File: src/rtl/cfgbank_pkg.sv
package cfgbank_pkg;

  localparam int NUM_SETS = 2;

  typedef enum logic [2:0] {
    OP_CTRL = 3'd0,
    OP_SEG  = 3'd1,
    OP_ADDR = 3'd2,
    OP_MASK = 3'd3,
    OP_PSD  = 3'd4,
    OP_SWAP = 3'd5
  } cmd_op_e;

  typedef enum logic [1:0] {
    AM_HOLD = 2'b00,
    AM_INC  = 2'b01,
    AM_DEC  = 2'b10,
    AM_KEEP = 2'b11
  } addr_mode_e;

  typedef struct packed {
    logic ctrl;
    logic seg;
    logic addr;
    logic mask;
    logic psd;
  } wr_strobe_t;

endpackage

File: src/rtl/cfg_cmd_decode.sv
module cfg_cmd_decode
  import cfgbank_pkg::*;
(
  input  logic       clk,
  input  logic       rst,
  input  logic       cmd_valid,
  input  logic       cmd_ready,
  input  logic [2:0] cmd_op,
  output wr_strobe_t wr,
  output logic       swap
);

  logic take;
  assign take = cmd_valid && cmd_ready;

  always_comb begin
    wr   = '0;
    swap = 1'b0;
    if (take) begin
      case (cmd_op)
        OP_CTRL: wr.ctrl = 1'b1;
        OP_SEG:  wr.seg  = 1'b1;
        OP_ADDR: wr.addr = 1'b1;
        OP_MASK: wr.mask = 1'b1;
        OP_PSD:  wr.psd  = 1'b1;
        OP_SWAP: swap    = 1'b1;
        default: ;
      endcase
    end
  end

  assert_single_action_R11: assert property (@(posedge clk) disable iff (rst)
    $onehot0({wr, swap}));

  assert_no_action_idle_R11: assert property (@(posedge clk) disable iff (rst)
    !(cmd_valid && cmd_ready) |-> (wr == '0) && !swap);

endmodule

File: src/rtl/cfg_active_sel.sv
module cfg_active_sel (
  input  logic clk,
  input  logic rst,
  input  logic swap,
  input  logic match_valid,
  input  logic match_hit,
  output logic sel,
  output logic match_flag
);

  always_ff @(posedge clk) begin
    if (rst) begin
      sel        <= 1'b0;
      match_flag <= 1'b0;
    end else begin
      if (swap) begin
        sel        <= ~sel;
        match_flag <= 1'b0;
      end else if (match_valid) begin
        match_flag <= match_hit;
      end
    end
  end

  assert_swap_toggles_R3: assert property (@(posedge clk) disable iff (rst)
    swap |=> sel != $past(sel));

  assert_sel_holds_R3: assert property (@(posedge clk) disable iff (rst)
    !swap |=> $stable(sel));

  assert_swap_clears_match_R5: assert property (@(posedge clk) disable iff (rst)
    swap |=> !match_flag);

  assert_match_load_R6: assert property (@(posedge clk) disable iff (rst)
    match_valid && !swap |=> match_flag == $past(match_hit));

  assert_match_hold_R6: assert property (@(posedge clk) disable iff (rst)
    !match_valid && !swap |=> $stable(match_flag));

endmodule

File: src/rtl/cfg_bank_set.sv
module cfg_bank_set
  import cfgbank_pkg::*;
#(
  parameter int DATA_W = 16,
  parameter int DEPTH  = 1024,
  parameter int ADDR_W = $clog2(DEPTH)
) (
  input  logic              clk,
  input  logic              rst,
  input  logic              is_act,
  input  wr_strobe_t        wr,
  input  logic [DATA_W-1:0] wdata,
  input  logic              access,
  output logic [DATA_W-1:0] ctrl_q,
  output logic [DATA_W-1:0] seg_q,
  output logic [ADDR_W-1:0] addr_q,
  output logic [DATA_W-1:0] mask_q,
  output logic [DATA_W-1:0] psd_q
);

  localparam logic [ADDR_W-1:0] LAST = ADDR_W'(DEPTH - 1);

  addr_mode_e        mode;
  logic [ADDR_W-1:0] addr_step;

  assign mode = addr_mode_e'(ctrl_q[1:0]);

  always_comb begin
    case (mode)
      AM_INC:  addr_step = (addr_q == LAST) ? '0 : addr_q + 1'b1;
      AM_DEC:  addr_step = (addr_q == '0) ? LAST : addr_q - 1'b1;
      default: addr_step = addr_q;
    endcase
  end

  always_ff @(posedge clk) begin
    if (rst) begin
      ctrl_q <= '0;
      seg_q  <= '0;
      addr_q <= '0;
      mask_q <= '0;
      psd_q  <= '0;
    end else if (is_act) begin
      if (wr.ctrl) ctrl_q <= wdata;
      if (wr.seg)  seg_q  <= wdata;
      if (wr.mask) mask_q <= wdata;
      if (wr.psd)  psd_q  <= wdata;
      if (wr.addr)      addr_q <= wdata[ADDR_W-1:0];
      else if (access)  addr_q <= addr_step;
    end
  end

  assert_idle_set_frozen_R4: assert property (@(posedge clk) disable iff (rst)
    !is_act |=> $stable(ctrl_q) && $stable(seg_q) && $stable(addr_q)
                && $stable(mask_q) && $stable(psd_q));

  assert_load_wins_R9: assert property (@(posedge clk) disable iff (rst)
    is_act && wr.addr |=> addr_q == $past(wdata[ADDR_W-1:0]));

  assert_inc_wrap_R8: assert property (@(posedge clk) disable iff (rst)
    is_act && access && !wr.addr && (mode == AM_INC) && (addr_q == LAST)
    |=> addr_q == '0);

  assert_dec_wrap_R8: assert property (@(posedge clk) disable iff (rst)
    is_act && access && !wr.addr && (mode == AM_DEC) && (addr_q == '0)
    |=> addr_q == LAST);

  assert_dec_step_R7: assert property (@(posedge clk) disable iff (rst)
    is_act && access && !wr.addr && (mode == AM_DEC) && (addr_q != '0)
    |=> addr_q == $past(addr_q) - 1'b1);

  assert_hold_mode_R7: assert property (@(posedge clk) disable iff (rst)
    is_act && !wr.addr && ((mode == AM_HOLD) || (mode == AM_KEEP))
    |=> $stable(addr_q));

endmodule

File: src/rtl/cfg_dual_bank.sv
module cfg_dual_bank
  import cfgbank_pkg::*;
#(
  parameter int DATA_W = 16,
  parameter int DEPTH  = 1024,
  parameter int ADDR_W = $clog2(DEPTH)
) (
  input  logic              clk,
  input  logic              rst,
  input  logic              cmd_valid,
  output logic              cmd_ready,
  input  logic [2:0]        cmd_op,
  input  logic [DATA_W-1:0] cmd_data,
  input  logic              mem_access,
  input  logic              match_valid,
  input  logic              match_hit,
  output logic              act_sel,
  output logic [DATA_W-1:0] act_ctrl,
  output logic [DATA_W-1:0] act_seg,
  output logic [ADDR_W-1:0] act_addr,
  output logic [DATA_W-1:0] act_mask,
  output logic [DATA_W-1:0] act_psd,
  output logic              match_flag
);

  wr_strobe_t        wr;
  logic              swap;
  logic              sel;
  logic [DATA_W-1:0] ctrl_a [NUM_SETS];
  logic [DATA_W-1:0] seg_a  [NUM_SETS];
  logic [ADDR_W-1:0] addr_a [NUM_SETS];
  logic [DATA_W-1:0] mask_a [NUM_SETS];
  logic [DATA_W-1:0] psd_a  [NUM_SETS];

  assign cmd_ready = !rst;

  cfg_cmd_decode u_dec (
    .clk       (clk),
    .rst       (rst),
    .cmd_valid (cmd_valid),
    .cmd_ready (cmd_ready),
    .cmd_op    (cmd_op),
    .wr        (wr),
    .swap      (swap)
  );

  cfg_active_sel u_sel (
    .clk         (clk),
    .rst         (rst),
    .swap        (swap),
    .match_valid (match_valid),
    .match_hit   (match_hit),
    .sel         (sel),
    .match_flag  (match_flag)
  );

  for (genvar g = 0; g < NUM_SETS; g++) begin : g_set
    cfg_bank_set #(
      .DATA_W (DATA_W),
      .DEPTH  (DEPTH),
      .ADDR_W (ADDR_W)
    ) u_set (
      .clk    (clk),
      .rst    (rst),
      .is_act (sel == 1'(g)),
      .wr     (wr),
      .wdata  (cmd_data),
      .access (mem_access),
      .ctrl_q (ctrl_a[g]),
      .seg_q  (seg_a[g]),
      .addr_q (addr_a[g]),
      .mask_q (mask_a[g]),
      .psd_q  (psd_a[g])
    );
  end

  assign act_sel  = sel;
  assign act_ctrl = ctrl_a[sel];
  assign act_seg  = seg_a[sel];
  assign act_addr = addr_a[sel];
  assign act_mask = mask_a[sel];
  assign act_psd  = psd_a[sel];

  assert_ready_out_of_reset_R1: assert property (@(posedge clk)
    !rst |-> cmd_ready);

  assert_access_outgoing_set_R10: assert property (@(posedge clk) disable iff (rst)
    swap && !mem_access |=> $stable(addr_a[0]) && $stable(addr_a[1]));

endmodule

File: config.mk
export PLATFORM = sky130hd
export DESIGN_NAME = cfg_dual_bank
export DESIGN_NICKNAME = d
export VERILOG_FILES = /design/src/rtl/cfgbank_pkg.sv /design/src/rtl/cfg_cmd_decode.sv /design/src/rtl/cfg_active_sel.sv /design/src/rtl/cfg_bank_set.sv /design/src/rtl/cfg_dual_bank.sv
export SDC_FILE = /design/constraint.sdc
export NUM_CORES = 1
export LEC_CHECK = 0
export BUFFER_PORTS_ARGS = -buffer_cell sky130_fd_sc_hd__buf_2
export CAP_MARGIN = 25
export CORE_MARGIN = 2
export CORE_UTILIZATION = 50
export DETAILED_ROUTE_END_ITERATION = 6
export GPL_ROUTABILITY_DRIVEN = 0
export PLACE_DENSITY_LB_ADDON = 0.15
export SLEW_MARGIN = 25
export SYNTH_ARGS = -nofsm -noshare
export SYNTH_HDL_FRONTEND = slang
export SYNTH_SLANG_ARGS = --single-unit
File: constraint.sdc
create_clock -name clk -period 5.8 [get_ports clk]
set_input_delay 0.87 -clock clk [delete_from_list [all_inputs] [get_ports clk]]
set_output_delay 0.87 -clock clk [all_outputs]
set_load 0.1 [all_outputs]
# After elaboration in Yosys (flattened, before gate mapping)
# Cells that the tools add are included.
# op_classes
eq_ne	11
muxes	33
add_sub_neg	4
n_reduce_logical	19
n_bitwise	2
n_lt_le_gt_ge	1
# op_table
operator	count
16-bit two-way mux	12
10-bit two-way mux	11
10-bit one-hot mux with 2 select lines	2
10-bit by 1-bit adder with 10-bit output, second input constant	2
10-bit equality test, second input constant	2
10-bit zero test	2
10-bit by 1-bit subtractor with 10-bit output, second input constant	2
2-bit AND reduction	8
1-bit two-way mux	7
3-bit by 2-bit equality test with 1-bit output, second input constant	2
3-bit equality test, second input constant	2
3-bit AND reduction	2
3-bit nonzero test	2
5-bit two-way mux	1
2-bit by 1-bit equality test with 1-bit output, second input constant	2
2-bit equality test, second input constant	2
3-bit by 1-bit equality test with 1-bit output, second input constant	1
3-bit zero test	1
2-bit >= comparator, second input constant	1
1-bit inverter with 2-bit output	1
2-bit nonzero test	1
2-bit OR reduction	1
1-bit logical AND	1
1-bit zero test	1
1-bit inverter	1
# word_totals
ff_bits	150
out_inout_bits	77
in_bits	25

# Longest topological paths before layout
# depth
depth_word	5
depth_mapped	9
mapped_depth_nobuf	7

# Modules after synthesis
# Synthesis repeated with hierarchy kept, for this count alone.
# hier_totals
hier_cells	929
area_unflattened_um2	7574.8
# by_module_without_submodules
module	cells_per_inst	area_each_um2	n_inst
cfg_bank_set	415	3171.8	2
cfg_dual_bank	84	1102.3	1
cfg_active_sel	6	72.6	1
cfg_cmd_decode	9	56.3	1

# Worst setup path after synthesis
# Ideal clock, no wire load.
# synth_timing
kind	reg2out
start	reg u_sel.sel
end	out act_addr[0]
n_path_buf	3
t_arrival_ns	3.516
path_stages_with_launch	5
setup_slack_ns	1.414
required_time_ns	4.930
cell_sequence	dfxtp_1 -> buf_2 -> clkbuf_1 -> buf_1 -> o21ai_0
# synth_between
elab_chain_len	4
# synth_rtl
element	line	text
start, declared	cfg_active_sel.sv:7	output logic sel,
start signal, assigned	cfg_active_sel.sv:17	sel <= ~sel;
1-bit inverter with 2-bit output (implied by the code)	cfg_dual_bank.sv:80	assign act_addr = addr_a[sel];
10-bit two-way mux (implied by the code) (3 in series)	cfg_dual_bank.sv:80	
end, declared	cfg_dual_bank.sv:20	output logic [ADDR_W-1:0] act_addr,
# Every way passes these cells. The select of a mux whose other input is x is not followed.

# Worst setup path after layout
# layout_timing
start	reg u_sel.sel
end	out act_mask[9]
# layout_between
elab_chain_len	4
# layout_rtl
element	line	text
1-bit inverter with 2-bit output (implied by the code)	cfg_dual_bank.sv:81	assign act_mask = mask_a[sel];
16-bit two-way mux (implied by the code) (3 in series)	cfg_dual_bank.sv:81	
end, declared	cfg_dual_bank.sv:21	output logic [DATA_W-1:0] act_mask,
# Every way passes these cells. The select of a mux whose other input is x is not followed.

==> metrics.md <==
| Metric | Value |
|---|---|
| Row Count | 45 |
| PortBufs | 101 |
| Initial antenna violation count | 0 |
| Crit-path slowest cell | buf_4 |
| Insertion delay to the later sink of the worst-skew pair | roughly 0.43 ns |
| Initial DRC count | 568 |
| Final Cell Area | between 8000 and 9000 sq um |
| Power density over the cells | 276.4 nW/um^2 |
| Clock Path Buffers | 2 |
| YS warnings | 0 |
| Vias per Instance | slightly below 6 |
| Number of flops mapped to enable cells by yosys | 0 |
| Post-CTS setup buffers | 0 |
| WS Path Type | reg2out |
| F_max | about 290 MHz |
| Final Skew | roughly 0.006 ns |
| Die area | 16200 sq um |
| Metal-1 WL | 9.365 mm |
| RSZ-0062 raised after global routing | false |
| First-pass DRT Iterations | 6 |
| Post-synthesis sequential area ratio | 0.3952 |
| Post-layout util | 0.5720 |
| Root Buffer | clkbuf_16 |
| Total gr overflow | 0 |
| Arr. time, crit path | ~2.6 ns |
| Relative max-transition margin | 0.3059 |
| Post-synth top cells | nand2_1, dfxtp_1, a21oi_1 |
| Total power | roughly 2400 uW |
| Synth unique cells | 78 |
| Worst path cell trace | buf_4 -> mux2_2 -> buf_2 |
| Mapped Area | between 7000 and 8000 sq um |
| Routed WL | 20.55 mm |
| Die height | 127.3 um |
| Largest family of logic cells by synthesized area | simple AND/OR/NAND/NOR gates |
| Nets | roughly 970 |
| Num CTS Buffers | 17 |
| Primary FF master, synth | dfxtp_1 |
| Residual DRC count | 0 |
| Crit path time final | between 3 and 4 ns |
| Tcrit/Tclk final | 0.5986 |
| Yosys top cell area share | 0.3952 |
| Hold Fails Final Rpt | 0 |
| Post_cts resized | 0 |
| Placeable core region | approximately 15000 sq um |
| Syn Area/Cell | 8.405 sq um |
| Total number of vias | approximately 6600 |
| Boundary Pins | between 100 and 150 |
| CTS Hold Bufs | 0 |
| Max VDD drop | approximately 0.17 mV |
| Measured slew at the worst slew-check pin | 1.038 ns |
| Final Max Tran Viols | 0 |
| Max-cap viol count | 0 |
| Async S/R FF share, synth | 0 |
| Post-Syn Nets | 934 |
| Crit path launch type | flip-flop |
| Xor/xnor share of the synthesized area | 0.003458 |
| Critical Path Max Stage Delay | around 0.72 ns |
| Largest net degree at the start of global routing | 77 |
| Met3 wire length | 1.085 mm |
| Placed Instance Area | ~8000 sq um |
| # diodes | 0 |
| Die Wd | 127.3 um |
| # fillers | between 1000 and 1500 |
| Crit-path leading delay family | buffers and inverters |
| GRT Total Usage | 0.2507 |
| CP max FO | 56 |
| Inst Count DP | 1111 |
| Register Area | 3007 sq um |
| CTS tree | done |
| Wire per inst | ~18 um |
| Final setup viols | 0 |
| Top Metal Used | met4 |
| First-pass GRT wire length | between 30 and 40 mm |
| Clk slew on worst S/H paths | 0.06 ns |
| CP endpoint kind | primary output |
| Top cells by area, synth | dfxtp_1, mux2_2, nand2_1, mux2i_1, a21oi_1 |
| Synthesized flop and latch total | 150 |
| HPWL after DPL | about 13 mm |
| CTS HTree Levels | 4 |
| Worst Hold Class | reg2reg |
| Compound-Gate Fraction of Synth Area | 0.1423 |
| Multi-input gate area | around 4200 sq um |
| Clock Sinks | 150 |
| Final setup TNS | 0 ns |
| Critical path required time | 4.93 ns |
| Wire length on met2 | 9.538 mm |
| Post-synthesis mux area share | 0.1820 |
| Buf/Inv on CP | 2 |
| DRT antenna net count | 0 |
| Layout Cells excl Fill | 1142 |
| P_leak | between 0.003 and 0.004 uW |
| Vias in the first global route | just under 6000 |
| Synth Area in Adders | 0.008233 |
| Simple-gate portion of the synthesized area | 0.2134 |
| Biggest area consumer among synthesized cells | dfxtp_1 |
| Area Growth Syn to Fin | 13.17% |
| Synth Instances | ~900 |
| Initial Util | 0.5055 |
| Share of cells above drive strength 1 | 0.2358 |
| Most frequent cell after synthesis | nand2_1 |
| Outcome | finished clean |
logic make-up after synthesis:
logic type / Yosys count
AOI/OAI and AO/OA: 168
and+or+nand+nor: 352
muxes: 129
xor gates and xnor gates: 3
DFF: 150
adders and majority gates: 5
buffers and inverters: 97
metrics by stage:
| step | hold slack, ns | setup WS [ns] |
|---|---|---|
| finish | 0.4503 | 2.328 |
| global route | 0.4725 | 2.236 |
| CTS | 0.4524 | 2.346 |
| detailed placement | 0.4444 | 2.430 |
| global placement | 0.4385 | 2.441 |
| floorplan | 0.4329 | 1.414 |
sequential cells by signal, summed over array words and instances (netlist names):
signal / flops
g_set.u_set.seg_q: 32
u_sel.sel: 1
g_set.u_set.mask_q: 32
g_set.u_set.psd_q: 32
g_set.u_set.ctrl_q: 32
g_set.u_set.addr_q: 20
u_sel.match_flag: 1
layer usage:
layer  vias up  global-route usage
li1       3227                   -
met1      3154              0.3470
met2       219              0.3828
met3        35             0.05151
met4         0              0.1028
met5         -                   0
worst reg2reg max path: cells and delay by family, from the launching register on:
family	cells	cell delay, ns
simple gates	3	1.35
mux	1	0.30
buf+inv	1	0.45
flops	1	0.66
cell type report:
type,count,area share
Tap cell,188,0.02735
Multi-Input combinational cell,657,0.4861
Sequential cell,150,0.3496
Timing Repair Buffer,103,0.06082
Clock inverter,9,0.01761
Clock buffer,22,0.05282
Inverter,13,0.005674
power breakdown:
part,internal (uW),leakage [uW],switching [uW],total (uW)
Sequential,1040,0.00121,13.1,1050
Clock,727,0.000294,412,1140
Combinational,42.7,0.00209,143,186
Total,1810,0.00360,568,2380
worst paths after layout:
path,to,start,slack (ns),cells after the start
max,act_mask[9],u_sel.sel,2.33,3
min,g_set[0].u_set.mask_q[9],g_set[0].u_set.mask_q[9],0.45,2
max reg2reg,g_set[1].u_set.seg_q[13],u_sel.sel,2.89,5
min reg2reg,g_set[0].u_set.mask_q[9],g_set[0].u_set.mask_q[9],0.45,2
cells in the final DEF, fill, tap and decap left out, types with 4 or more instances in the layout:
cell type	netlist	final
o31ai_1	4	4
o311ai_0	4	4
ha_1	5	5
clkbuf_16	0	17
nand3_1	25	25
inv_1	11	11
nor2_1	74	74
buf_2	14	100
dfxtp_1	150	149
clkbuf_1	48	4
nor4_1	5	5
mux2_2	73	73
nor3_1	13	13
mux2i_1	56	56
or3_1	4	4
nand2_1	175	175
a21oi_1	89	89
nand2b_1	5	5
a22o_1	4	4
o21ai_0	18	18
bufinv_16	0	4
and3_1	10	10
nand4_1	8	8
Note: power is estimated with default switching activity, not from simulation.
